File: src/rtl/idx_pkg.sv
package idx_pkg;

    typedef enum logic [2:0] {
        PH_IDLE,
        PH_DECODE,
        PH_READ,
        PH_PROCESS,
        PH_WRITE
    } phase_t;

    typedef enum logic [1:0] {
        OP_ADD,
        OP_BSET,
        OP_FILL,
        OP_BAD
    } op_t;

    localparam int STW   = 5;
    localparam int ST_C  = 0;
    localparam int ST_DC = 1;
    localparam int ST_Z  = 2;
    localparam int ST_OV = 3;
    localparam int ST_N  = 4;

endpackage

File: src/rtl/idx_decoder.sv
module idx_decoder
    import idx_pkg::*;
#(
    parameter int IW    = 16,
    parameter int AW    = 12,
    parameter int K_MAX = 95
) (
    input  logic [IW-1:0] instr,
    input  logic [AW-1:0] base,
    output op_t           op,
    output logic          dest_mem,
    output logic [2:0]    bit_sel,
    output logic [AW-1:0] ea
);
    localparam int KW = 8;

    logic [KW-1:0] k;
    logic          k_ok;
    logic          is_add;
    logic          is_bset;
    logic          is_fill;

    always_comb begin
        k       = instr[KW-1:0];
        k_ok    = (int'(k) <= K_MAX);
        is_add  = (instr[15:10] == 6'b001001) && !instr[8];
        is_bset = (instr[15:12] == 4'b1000) && !instr[8];
        is_fill = (instr[15:8] == 8'h68);
        ea      = base + AW'(k);
        dest_mem = instr[9];
        bit_sel  = instr[11:9];
        if (!k_ok)        op = OP_BAD;
        else if (is_add)  op = OP_ADD;
        else if (is_bset) op = OP_BSET;
        else if (is_fill) op = OP_FILL;
        else              op = OP_BAD;
    end

endmodule

File: src/rtl/idx_alu.sv
module idx_alu
    import idx_pkg::*;
#(
    parameter int DW = 8
) (
    input  op_t            op,
    input  logic [2:0]     bit_sel,
    input  logic [DW-1:0]  w,
    input  logic [DW-1:0]  opnd,
    input  logic [STW-1:0] st_in,
    output logic [DW-1:0]  result,
    output logic [STW-1:0] st_out
);
    localparam int HW = DW / 2;

    logic [DW:0] sum;
    logic [HW:0] half;

    always_comb begin
        sum    = {1'b0, w} + {1'b0, opnd};
        half   = {1'b0, w[HW-1:0]} + {1'b0, opnd[HW-1:0]};
        result = opnd;
        st_out = st_in;
        unique case (op)
            OP_ADD: begin
                result        = sum[DW-1:0];
                st_out[ST_C]  = sum[DW];
                st_out[ST_DC] = half[HW];
                st_out[ST_Z]  = (sum[DW-1:0] == '0);
                st_out[ST_OV] = (w[DW-1] == opnd[DW-1]) && (sum[DW-1] != w[DW-1]);
                st_out[ST_N]  = sum[DW-1];
            end
            OP_BSET: result = opnd | (DW'(1) << bit_sel);
            OP_FILL: result = '1;
            default: result = opnd;
        endcase
    end

endmodule

File: src/rtl/idx_exec_unit.sv
module idx_exec_unit
    import idx_pkg::*;
#(
    parameter int IW    = 16,
    parameter int AW    = 12,
    parameter int DW    = 8,
    parameter int K_MAX = 95
) (
    input  logic            clk,
    input  logic            rst_n,
    input  logic            instr_valid,
    input  logic [IW-1:0]   instr,
    input  logic [AW-1:0]   base_ptr,
    input  logic [DW-1:0]   w_in,
    input  logic [STW-1:0]  status_in,
    output logic            ready,
    output logic [AW-1:0]   mem_addr,
    output logic            mem_rd_en,
    input  logic [DW-1:0]   mem_rdata,
    output logic            mem_wr_en,
    output logic [DW-1:0]   mem_wdata,
    output logic            done,
    output logic [DW-1:0]   w_out,
    output logic [STW-1:0]  status_out,
    output logic            illegal
);
    phase_t state_q, state_d;

    logic [IW-1:0]  instr_q;
    logic [AW-1:0]  base_q;
    logic [DW-1:0]  w_q;
    logic [STW-1:0] st_q;

    op_t            op_d, op_q;
    logic           dest_d, dest_q;
    logic [2:0]     bit_d, bit_q;
    logic [AW-1:0]  ea_d, ea_q;

    logic [DW-1:0]  opnd_q;
    logic [DW-1:0]  res_d, res_q;
    logic [STW-1:0] st_res_d, st_res_q;

    idx_decoder #(.IW(IW), .AW(AW), .K_MAX(K_MAX)) u_dec (
        .instr    (instr_q),
        .base     (base_q),
        .op       (op_d),
        .dest_mem (dest_d),
        .bit_sel  (bit_d),
        .ea       (ea_d)
    );

    idx_alu #(.DW(DW)) u_alu (
        .op      (op_q),
        .bit_sel (bit_q),
        .w       (w_q),
        .opnd    (opnd_q),
        .st_in   (st_q),
        .result  (res_d),
        .st_out  (st_res_d)
    );

    // state register
    always_ff @(posedge clk or negedge rst_n) begin
        if (!rst_n) state_q <= PH_IDLE;
        else        state_q <= state_d;
    end

    // next-state logic
    always_comb begin
        state_d = state_q;
        unique case (state_q)
            PH_IDLE:    if (instr_valid) state_d = PH_DECODE;
            PH_DECODE:  state_d = PH_READ;
            PH_READ:    state_d = PH_PROCESS;
            PH_PROCESS: state_d = PH_WRITE;
            PH_WRITE:   state_d = PH_IDLE;
            default:    state_d = PH_IDLE;
        endcase
    end

    // datapath registers, loaded per phase
    always_ff @(posedge clk or negedge rst_n) begin
        if (!rst_n) begin
            instr_q    <= '0;
            base_q     <= '0;
            w_q        <= '0;
            st_q       <= '0;
            op_q       <= OP_BAD;
            dest_q     <= 1'b0;
            bit_q      <= '0;
            ea_q       <= '0;
            opnd_q     <= '0;
            res_q      <= '0;
            st_res_q   <= '0;
            done       <= 1'b0;
            w_out      <= '0;
            status_out <= '0;
            illegal    <= 1'b0;
        end else begin
            done <= 1'b0;
            unique case (state_q)
                PH_IDLE: begin
                    if (instr_valid) begin
                        instr_q <= instr;
                        base_q  <= base_ptr;
                        w_q     <= w_in;
                        st_q    <= status_in;
                    end
                end
                PH_DECODE: begin
                    op_q   <= op_d;
                    dest_q <= dest_d;
                    bit_q  <= bit_d;
                    ea_q   <= ea_d;
                end
                PH_READ: begin
                    if (op_q != OP_BAD) opnd_q <= mem_rdata;
                end
                PH_PROCESS: begin
                    res_q    <= res_d;
                    st_res_q <= st_res_d;
                end
                PH_WRITE: begin
                    done       <= 1'b1;
                    illegal    <= (op_q == OP_BAD);
                    w_out      <= (op_q == OP_ADD && !dest_q) ? res_q : w_q;
                    status_out <= (op_q == OP_ADD) ? st_res_q : st_q;
                end
                default: ;
            endcase
        end
    end

    // outputs
    always_comb begin
        ready     = (state_q == PH_IDLE);
        mem_addr  = ea_q;
        mem_wdata = res_q;
        mem_rd_en = (state_q == PH_READ) && (op_q != OP_BAD);
        mem_wr_en = (state_q == PH_WRITE) && (op_q != OP_BAD) &&
                    ((op_q != OP_ADD) || dest_q);
    end

    AST_DECODE_TO_READ: assert property (@(posedge clk) disable iff (!rst_n)
        state_q == PH_DECODE |=> state_q == PH_READ);
    AST_READ_BEFORE_PROCESS: assert property (@(posedge clk) disable iff (!rst_n)
        mem_rd_en |=> state_q == PH_PROCESS);
    AST_WRITE_THEN_DONE: assert property (@(posedge clk) disable iff (!rst_n)
        mem_wr_en |=> done);
    AST_DONE_PULSE: assert property (@(posedge clk) disable iff (!rst_n)
        done |=> !done);
    AST_ILLEGAL_NO_WRITE: assert property (@(posedge clk) disable iff (!rst_n)
        (done && illegal) |-> $past(!mem_wr_en));
    AST_FILL_ONES: assert property (@(posedge clk) disable iff (!rst_n)
        (mem_wr_en && op_q == OP_FILL) |-> mem_wdata == '1);
    AST_BSET_ONE_BIT: assert property (@(posedge clk) disable iff (!rst_n)
        (mem_wr_en && op_q == OP_BSET) |-> $countones(mem_wdata ^ opnd_q) <= 1);
    AST_BSET_FLAGS_KEPT: assert property (@(posedge clk) disable iff (!rst_n)
        (done && !illegal && $past(op_q) != OP_ADD) |-> status_out == $past(st_q));

endmodule

File: config.mk
export PLATFORM = sky130hd
export DESIGN_NAME = idx_exec_unit
export DESIGN_NICKNAME = d
export VERILOG_FILES = /design/src/rtl/idx_pkg.sv /design/src/rtl/idx_decoder.sv /design/src/rtl/idx_alu.sv /design/src/rtl/idx_exec_unit.sv
export SDC_FILE = /design/constraint.sdc
export NUM_CORES = 1
export LEC_CHECK = 0
export BUFFER_PORTS_ARGS = -buffer_cell sky130_fd_sc_hd__buf_4
export CORE_ASPECT_RATIO = 0.5
export CORE_UTILIZATION = 50
export CTS_BUF_LIST = sky130_fd_sc_hd__clkbuf_16
export DETAILED_ROUTE_END_ITERATION = 8
export PLACE_DENSITY = 0.73
export SLEW_MARGIN = 15
export SYNTH_ARGS = -nofsm -noshare
export SYNTH_HDL_FRONTEND = slang
export SYNTH_SLANG_ARGS = --single-unit
File: constraint.sdc
create_clock -name clk -period 2.6 [get_ports clk]
set_input_delay 0.13 -clock clk [delete_from_list [all_inputs] [get_ports clk]]
set_output_delay 0.13 -clock clk [all_outputs]
set_load 0.005 [all_outputs]
# ---- After elaboration in Yosys (flattened, before gate mapping)
# Index checks and enable logic that the tools add are counted.
dict set report word_totals {
  register_bits 98
  in_bits 52
  out_inout_bits 38
  word_cells 63
}
dict set report classes {
  addsub 3
  n_lt_le_gt_ge 1
  eq_ne 14
  shifts 1
  n_mux 11
  bitwise 1
  n_reduce_logical 16
}
# op n
set ops {}
lappend ops {{one-hot mux 8 bit (3 select lines)} 1}
lappend ops {{adder 12 x 8 -> 12 bit} 1}
lappend ops {{one-hot mux 3 bit (4 select lines)} 1}
lappend ops {{2-to-1 mux 5 bit} 2}
lappend ops {{adder 8 x 8 -> 9 bit} 1}
lappend ops {{== test 8 x 7 -> 1 bit, second input constant} 1}
lappend ops {{less-or-equal comparator 8 x 7 -> 1 bit, second input constant} 1}
lappend ops {{zero test 8 bit} 1}
lappend ops {{2-to-1 mux 8 bit} 1}
lappend ops {{OR 8 bit} 1}
lappend ops {{<< shifter 1 x 3 -> 8 bit, first input constant} 1}
lappend ops {{logical AND 1 bit} 7}
lappend ops {{== test 3 x 2 -> 1 bit, second input constant} 2}
lappend ops {{== test 6 x 4 -> 1 bit, second input constant} 1}
lappend ops {{2-to-1 mux 2 bit} 3}
lappend ops {{adder 4 x 4 -> 5 bit} 1}
lappend ops {{== test 2 bit, second input constant} 2}
lappend ops {{== test 4 bit, second input constant} 1}
lappend ops {{inequality test 2 bit, second input constant} 2}
lappend ops {{AND reduction 2 bit} 2}
lappend ops {{== test 3 x 1 -> 1 bit, second input constant} 1}
lappend ops {{== test 3 bit, second input constant} 1}
lappend ops {{zero test 3 bit} 1}
lappend ops {{2-to-1 mux 3 bit} 1}
lappend ops {{8 further kinds} 10}

# ---- Longest topological paths before layout
# Gate-level depths: netlist (run 1).
dict set report depth {
  word_depth 5
  ltp_mapped 9
  depth_no_buf 9
}

# ---- By module
# From an unflattened synthesis (run 1), not the netlist that was laid out.
dict set report unflattened {
  cells_unflattened 415
  area_unflattened_um2 5013.6
}
# module instances cells_each area_each_um2 seq_area_each_um2
set by_module_without_submodules {}
lappend by_module_without_submodules {idx_exec_unit 1 258 3826.2 2454.9}
lappend by_module_without_submodules {idx_decoder 1 81 609.3 0.0}
lappend by_module_without_submodules {idx_alu 1 76 578.1 0.0}

# ---- Least setup slack after synthesis (run 1)
# OpenSTA, ideal clock, no wires.
dict set report synth_path {
  path_type {register -> register}
  from {register w_q[0]}
  to {register st_res_q[2]}
  setup_time_ns 0.120
  t_arrival_ns 1.881
  t_required_ns 2.480
  setup_slack_ns 0.599
  path_stages_with_launch 10
  path_buffers 0
  synth_period_minus_slack_ns 2.001
  cell_sequence {dfrtp_1 > ha_1 > inv_1 > fa_1 > nand2b_1 > a211oi_2 > o21ai_0 > a21boi_0 > nor2_1 > a31o_2}
}
dict set report synth_via {
  elab_chain_cells 3
}
# element line_no
set synth_lines {}
lappend synth_lines {{from (decl)} idx_exec_unit.sv:31} ;# logic [DW-1:0] w_q;
lappend synth_lines {{from (signal assigned)} idx_exec_unit.sv:106} ;# w_q <= w_in;
lappend synth_lines {{adder 8 x 8 -> 9 bit} idx_alu.sv:20} ;# sum = {1'b0, w} + {1'b0, opnd};
lappend synth_lines {{zero test 8 bit} idx_alu.sv:29} ;# st_out[ST_Z] = (sum[DW-1:0] == '0);
lappend synth_lines {{2-to-1 mux 5 bit} idx_alu.sv:24} ;# unique case (op)
lappend synth_lines {{to (signal assigned)} idx_exec_unit.sv:121} ;# st_res_q <= st_res_d;
lappend synth_lines {{to (decl)} idx_exec_unit.sv:41} ;# logic [STW-1:0] st_res_d, st_res_q;
# Every way passes these cells.
# A chain may end at the register's enable or synchronous reset.

# ---- Final worst setup path (run 1)
# Same ends and word-level chain as after synthesis.

==> results of run 1 <==
==> sequential cells by signal, summed over array words and instances (netlist names) <==
name	count
instr_q	16
st_res_q	5
bit_q	3
state_q	3
base_q	12
status_out	5
done	1
mem_addr	12
mem_wdata	8
st_q	5
op_q	2
opnd_q	8
w_out	8
w_q	8
illegal	1
==> worst register-to-register path, stage by stage (launching register included) <==
cell and delay [ps]:
dfrtp_1 370, ha_1 170, inv_1 50, fa_1 370
nand2b_1 210, a211oi_2 270, o21ai_0 100, a21boi_0 230
nor2_1 70, a31o_2 240
==> worst min-delay path by stage <==
| stage | slack (ps) | depth (start not counted) | from | endpoint |
|---|---|---|---|---|
| after floorplan | -170 | 0 | rst_n | base_q[0] |
| after global placement | 270 | 1 | rst_n | instr_q[2] |
| after detailed placement | 270 | 1 | rst_n | mem_addr[2] |
| after CTS | 9 | 3 | mem_rdata[1] | opnd_q[1] |
| after global routing | 5 | 3 | mem_rdata[1] | opnd_q[1] |
| final | 10 | 3 | mem_rdata[1] | opnd_q[1] |
==> where the power goes <==
part | switching [µW] | leakage (µW) | total (µW) | internal (µW)
clock | 556 | 0.000152 | 1390 | 834
combinational | 1790 | 0.00141 | 3640 | 1850
sequential | 626 | 0.00117 | 2890 | 2260
==> cell families after synthesis <==
logic type	Yosys count	share of synthesized area, %
multiplexers	49	11.45
AO/OA/AOI/OAI	99	13.46
flip-flops	97	51.47
adder cells (fa/ha/maj)	18	5.089
XOR/XNOR	12	2.226
buffers and inverters	30	3.075
AND/OR/NAND/NOR	135	13.23
==> metrics by stage <==
step | total power (µW) | instances
finish | 7920 | 659
detailed placement | 6512 | 635
global route | 8551 | 659
floorplan | 5361 | 440
CTS | 7950 | 659
global placement | 6427 | 635
==> cell type report <==
| type | instances | area (µm²) |
|---|---|---|
| flip-flops and latches | 97 | 2430 |
| inverters | 12 | 45.04 |
| fillers | 740 | 3024 |
| clock inverters | 7 | 87.58 |
| clock buffers | 9 | 225.2 |
| multi-input cells | 313 | 2147 |
| repair buffers | 104 | 813.3 |
| well taps | 117 | 146.4 |
==> placed cells by master (no fill, tap or decap), types with 2 or more instances in the layout <==
cell           count
o32ai_1            4
o21ai_1            3
xnor2_1            7
a211oi_1           5
o21ai_0           36
inv_1             11
nand2b_1           4
bufinv_16          2
buf_4             95
fa_1               2
o21a_1             3
a21o_1             4
nor2_1            25
xor2_1             5
o31ai_1            4
and2_1             2
a31oi_1            5
nor3_1             4
clkbuf_16          9
mux2i_1            9
mux2_2            40
nand4b_1           2
dfstp_2            2
nor4_1             2
a21oi_1           17
o32a_1             2
dlygate4sd3_1      8
nand2_1           76
a211o_1            2
nand3_1            2
a211oi_2           2
nor2b_1            2
nand3b_1           2
ha_1              16
dfrtp_1           95
clkinv_1           4
nor3b_1            3
a21boi_0           2
==> metal layers <==
metal / routed length (µm) / part of all wire (%) / vias to the layer above / track usage (%)
met5: 0 / 0 / - / 0
met4: 111 / 1.1 / 0 / 6.420
met3: 431 / 4.2 / 13 / 4.739
met2: 4590 / 45 / 82 / 34.34
met1: 5054 / 50 / 1710 / 31.37
li1: - / - / 1751 / -
==> results.py, run 1 <==
metrics = {
    "clock_tree": {
        "cts_htree_levels": 3,
        "tritoncts": "done",
        "worst_skew_pair.late_latency_ps": 340,
        "cts_num_sinks": 97,
        "cts_post_setup_buffers_inserted": 0,
        "cts.clk_slew.worst_paths_ps": 70,
        "cts_made_buffers": 9,
        "clock-root-buffer": "clkbuf_16",
        "cts-hold-fix-buffers": 8,
        "cts_max_path_buffers": 2,
        "cts_repair_resize_count": 0,
    },
    "critical_path": {
        "regToRegSetupSlack_ps": 410,
        "worstSetupEndpoint": "st_res_q[2]",
        "timing_worst_setup_path_type": "register to register",
        "critical_path_buf_inv_count": 1,
        "worstPathCellList": "ha_1 > inv_1 > fa_1 > nand2b_1 > a211oi_2 > o21ai_0 > a21boi_0 > nor2_1 > a31o_2",
        "cp_slowest_stage_delay_ps": 370,
        "worstSetupStartpoint": "w_q[0]",
        "path_length_in_cells_of_the_critical_path": 9,
        "data_required_time_of_the_worst_path_ps": 2830,
        "timing.reg2reg.worst_path_depth": 9,
        "worstPathArrival_ps": 2430,
        "critical_path.max_fanout": 3,
        "crit-reg2reg-launch": "w_q[0]",
        "end_kind": "register",
        "rr_endpoint": "st_res_q[2]",
        "critPathSlowestCell": "dfrtp_1",
        "nature_of_the_critical_path_startpoint": "register",
        "worst_path_dominant_cell_family": "compound AO/OA/AOI/OAI gates",
    },
    "logic_synthesis": {
        "synth_cell_types": 58,
        "synth.net_count": 510,
        "most_frequent_cell_after_synthesis": "dfrtp_1",
        "ys.flop_type": "dfrtp_1",
        "synth.avg_cell_area_um2": 10.73,
        "ys_seq_area_share_pct": 51.47,
        "post-synth-top-area-cell": "dfrtp_1",
        "synth.area.top_cells": "dfrtp_1, mux2_2, nand2_1",
        "synthTopCellsByCount": "dfrtp_1, nand2_1, mux2_2, o21ai_0, nor2_1",
        "syn_area_um2": 4721,
        "synth_seq_cells": 97,
        "top_cell_type_s_share_of_synthesized_area_pct": 50.36,
        "synth.yosys.warnings": 0,
        "synth_async_sr_flop_share_pct": 100.0,
        "synthCells": 440,
        "number_of_enable_flip_flop_cells_after_synthesis": 0,
    },
    "pwr": {
        "ir_worst_vdd_mv": 0.6724,
        "power_density_nw_per_um2": 1344,
        "total_leakage_power_uw": 0.002726,
    },
    "place": {
        "place_congestion": 0.8816,
        "hpwl_um": 7343,
        "dp_worst_setup_slack_ps": 452.2,
        "io_buffers": 89,
        "placed_cell_area_um2": 5502,
    },
    "timing": {
        "worst_hold_slack_ps": 12.67,
        "timing_hold_violations_final": 0,
        "max-slew-margin-rel_pct": 45.82,
        "setup_viol_count_final": 0,
        "min_period_ps": 2194,
        "tightest_slew_ps": 812.6,
        "min_period_over_period_pct": 84.38,
        "setup_repair_after_global_routing_missed_its_margin": "no",
        "totalNegativeSetupSlack_ps": 0,
        "timing.clock.skew_ps": 10.07,
        "worst_slack_ps": 406.2,
        "timing.fmax_ghz": 0.4558,
        "final_number_of_max_transition_violations": 0,
    },
    "grt": {
        "grt_antenna_before_repair": 0,
        "grt_pass1_wl_um": 16980,
        "grt_util_overall_pct": 22.06,
        "gr-total-overflow": 0,
        "number_of_global_route_vias_before_repair": 3464,
        "maximum_number_of_pins_on_one_net_before_global_route_repair": 66,
    },
    "floorplanning": {
        "die_w_um": 139.4,
        "starting_density_of_the_core_pct": 52.93,
        "floorplan.rows": 24,
        "die_h_um": 70.71,
        "die_area_um2": 9858,
        "pin_count": 90,
        "core-area_um2": 8919,
    },
    "detailed_routing": {
        "drtIter0Drc": 235,
        "ant_nets": 0,
        "wirelength_um": 10190,
        "vias": 3556,
        "detail_route.first_pass.iterations": 4,
        "drc": 0,
        "avgViaCountPerCell": 5.396,
        "wire_per_inst_um": 15.46,
    },
    "final_layout": {
        "layout-area-overhead-vs-synth_pct": 24.86,
        "finish.utilization_pct": 66.09,
        "num-nets-final": 607,
        "drive_above_1_share_pct": 29.52,
        "final_area_um2": 5894,
        "n_antenna_cell": 0,
    },
    "min_path": {
        "hold_class": "primary input to register",
    },
    "job": {
        "drv.max_cap_violation_count": 0,
    },
    "run_status": {
        "status": "finished, final reports clean",
    },
}
No activity file was read; power rests on OpenSTA's default activity.
==> inputs of run 2 (changes only) <==
Settings changed: ABC_AREA set to 1, PLACE_DENSITY 0.73 to 0.76.
Clock period 2.6 ns to 1.8 ns, I/O delays scaled along.
==> results.py, run 2 <==
metrics = {
    "run_status": {
        "status": "finished, final reports clean",
    },
    "timing": {
        "setup_viol_count_final": 0,
        "totalNegativeSetupSlack_ps": 0,
        "min_period_ps": 1797,
        "final_number_of_max_transition_violations": 0,
        "timing.fmax_ghz": 0.5564,
        "timing_hold_violations_final": 0,
        "max-slew-margin-rel_pct": 60.43,
        "worst_slack_ps": 2.710,
        "tightest_slew_ps": 586.1,
        "timing.clock.skew_ps": 7.836,
        "min_period_over_period_pct": 99.85,
        "setup_repair_after_global_routing_missed_its_margin": "yes",
    },
    "floorplanning": {
        "floorplan.rows": 25,
        "core-area_um2": 9540,
        "die_w_um": 143.0,
        "starting_density_of_the_core_pct": 52.10,
        "die_h_um": 72.51,
        "die_area_um2": 10370,
        "pin_count": 90,
    },
    "critical_path": {
        "cp_slowest_stage_delay_ps": 530,
        "top_cell_by_count_worst_path": "nor2_1",
        "worstPathArrival_ps": 2070,
        "worstPathCellList": "ha_2 > inv_2 > fa_2 > nand2_1 > nor2_1 > nand3_1 > nor2_1 > nand4_1 > a21oi_1",
        "timing_worst_setup_path_type": "register to register",
        "critical_path.max_fanout": 3,
        "nature_of_the_critical_path_startpoint": "register",
        "data_required_time_of_the_worst_path_ps": 2070,
        "end_kind": "register",
        "critPathSlowestCell": "fa_2",
    },
    "pwr": {
        "share_clk_of_total_power_pct": 14.5,
        "total_leakage_power_uw": 0.003376,
        "power.combinational.fraction_pct": 52.4,
        "internal_power_uw": 7645,
        "power_uw": 12770,
        "ir_worst_vdd_mv": 0.9416,
        "swShare_pct": 40.13,
        "p_switching_uw": 5124,
        "power.sequential.fraction_pct": 33.1,
        "power_density_nw_per_um2": 1882,
    },
    "logic_synthesis": {
        "synth.avg_cell_area_um2": 9.155,
        "synth_xor_xnor_area_share_pct": 1.057,
        "most_frequent_cell_after_synthesis": "nand2_1",
        "main_combinational_cell_family_by_area_after_synthesis": "simple AND/OR/NAND/NOR gates",
        "synthCells": 543,
        "synth_compound_gate_area_share_pct": 11.02,
        "ys.flop_type": "dfrtp_1",
        "synthMuxAreaShare_pct": 9.665,
        "post-synth-top-area-cell": "dfrtp_1",
        "synth_async_sr_flop_share_pct": 100.0,
        "syn_area_um2": 4971,
        "synth_simple_gate_area_share_pct": 18.42,
        "synth.net_count": 613,
        "synth_cell_types": 38,
        "synth.area.top_cells": "dfrtp_1, mux2_4, nand2_1",
        "synth-adder-area-share_pct": 4.833,
        "number_of_enable_flip_flop_cells_after_synthesis": 0,
        "top_cell_type_s_share_of_synthesized_area_pct": 47.82,
        "synthTopCellsByCount": "nand2_1, dfrtp_1, inv_1, nor2_1, a21oi_1",
        "ys_seq_area_share_pct": 48.88,
        "synth_seq_cells": 97,
        "synth.yosys.warnings": 0,
    },
    "detailed_routing": {
        "detail_route.first_pass.iterations": 4,
        "wire_per_inst_um": 15.48,
        "avgViaCountPerCell": 5.256,
        "vias": 4389,
        "drtIter0Drc": 316,
        "wirelength_um": 12930,
        "drc": 0,
        "ant_nets": 0,
    },
    "place": {
        "placed_cell_area_um2": 5889,
        "place_congestion": 0.9196,
        "hpwl_um": 8891,
        "dp_worst_setup_slack_ps": -50.29,
        "io_buffers": 89,
    },
    "final_layout": {
        "final_common_cell": "nand2_1",
        "layout.cells.most_common_list": "nand2_1, buf_4, dfrtp_1, inv_1, dlygate4sd3_1",
        "n_antenna_cell": 0,
        "largest_register_ffs": 16,
        "num-nets-final": 766,
        "final_area_um2": 6785,
        "drive_above_1_share_pct": 28.43,
        "registers.top_by_ff_count": "instr_q",
        "layout-area-overhead-vs-synth_pct": 36.50,
    },
    "clock_tree": {
        "cts_htree_levels": 3,
        "clock-root-buffer": "clkbuf_16",
        "worst_skew_pair.late_latency_ps": 350,
        "cts.clk_slew.worst_paths_ps": 60,
        "cts_max_path_buffers": 2,
        "cts_num_sinks": 97,
        "tritoncts": "done",
        "cts_made_buffers": 9,
    },
    "grt": {
        "grt_antenna_before_repair": 0,
        "gr-total-overflow": 0,
        "maximum_number_of_pins_on_one_net_before_global_route_repair": 51,
        "number_of_global_route_vias_before_repair": 4265,
        "grt_pass1_wl_um": 20670,
        "grt_util_overall_pct": 26.41,
    },
    "job": {
        "drv.max_cap_violation_count": 0,
    },
    "min_path": {
        "hold_class": "primary input to register",
    },
}
## run 2: area by class of cell
class / instances / area (µm²)
clock buffers: 9 / 225.2
repair buffers: 157 / 1314
fillers: 723 / 2755
clock inverters: 6 / 53.80
flip-flops and latches: 97 / 2432
multi-input cells: 375 / 2381
well taps: 135 / 168.9
inverters: 56 / 210.2
## run 2: final timing paths
kind	start	end	slack [ps]	cells after the start
setup / recovery	opnd_q[0]	st_res_q[2]	3	9
hold / removal	instr[9]	instr_q[9]	6	3
setup reg to reg	opnd_q[0]	st_res_q[2]	3	9
hold reg to reg	mem_addr[0]	mem_addr[0]	470	2
max in group asynchronous	rst_n	instr_q[6]	920	3
min in group asynchronous	rst_n	w_q[7]	260	2
## run 2: what timing repair did
action                                  4_1_cts  5_1_grt
endpoints found under the hold margin        76        0
cloned                                        0        0
buffers inserted                              1        3
hold buffers                                 44        0
endpoints found under the setup margin        1       14
pin swaps                                     0        4
gates resized for setup                       2       28
## run 2: per-stage QoR
stage | std cells | utilization, % | hold slack [ps]
after floorplan | 543 | - | -205.6
after global placement | 772 | 61.73 | 91.49
after detailed placement | 772 | 61.73 | 87.77
after CTS | 832 | 69.40 | 3.608
after global routing | 835 | 71.12 | 12.56
final | 835 | 71.12 | 6.482
## run 2: kinds of logic (layout without fill, tap and decap cells)
logic type / count (synthesis) / count (layout)
mux: 32 / 32
compound gates: 102 / 102
fa+ha+maj: 18 / 18
simple gates: 217 / 217
buf+inv: 71 / 228
xor+xnor: 6 / 6
flops: 97 / 97
## run 2: critical path: cells and delay by family, from the launching register on
| kind | cells | cell delay (ps) |
|---|---|---|
| buffers and inverters | 1 | 40 |
| AND/OR/NAND/NOR | 5 | 450 |
| adder cells (fa/ha/maj) | 2 | 730 |
| AO/OA/AOI/OAI | 1 | 120 |
| flip-flops | 1 | 370 |
## run 2: power groups by stage
| stage | Sequential (µW) | Clock [µW] | Combinational (µW) |
|---|---|---|---|
| floorplan | 3910 | 0 | 4220 |
| global placement | 4100 | 0 | 5850 |
| detailed placement | 4140 | 0 | 6020 |
| CTS | 4110 | 1860 | 6180 |
| global route | 4350 | 1970 | 7410 |
| finish | 4230 | 1850 | 6690 |
## run 2: per-layer routing
layer	GRT usage [%]	routed length (µm)	vias up
met3	6.205	843	12
met5	0	0	-
li1	-	-	2113
met4	7.288	142	0
met2	44.72	6165	167
met1	34.31	5776	2097
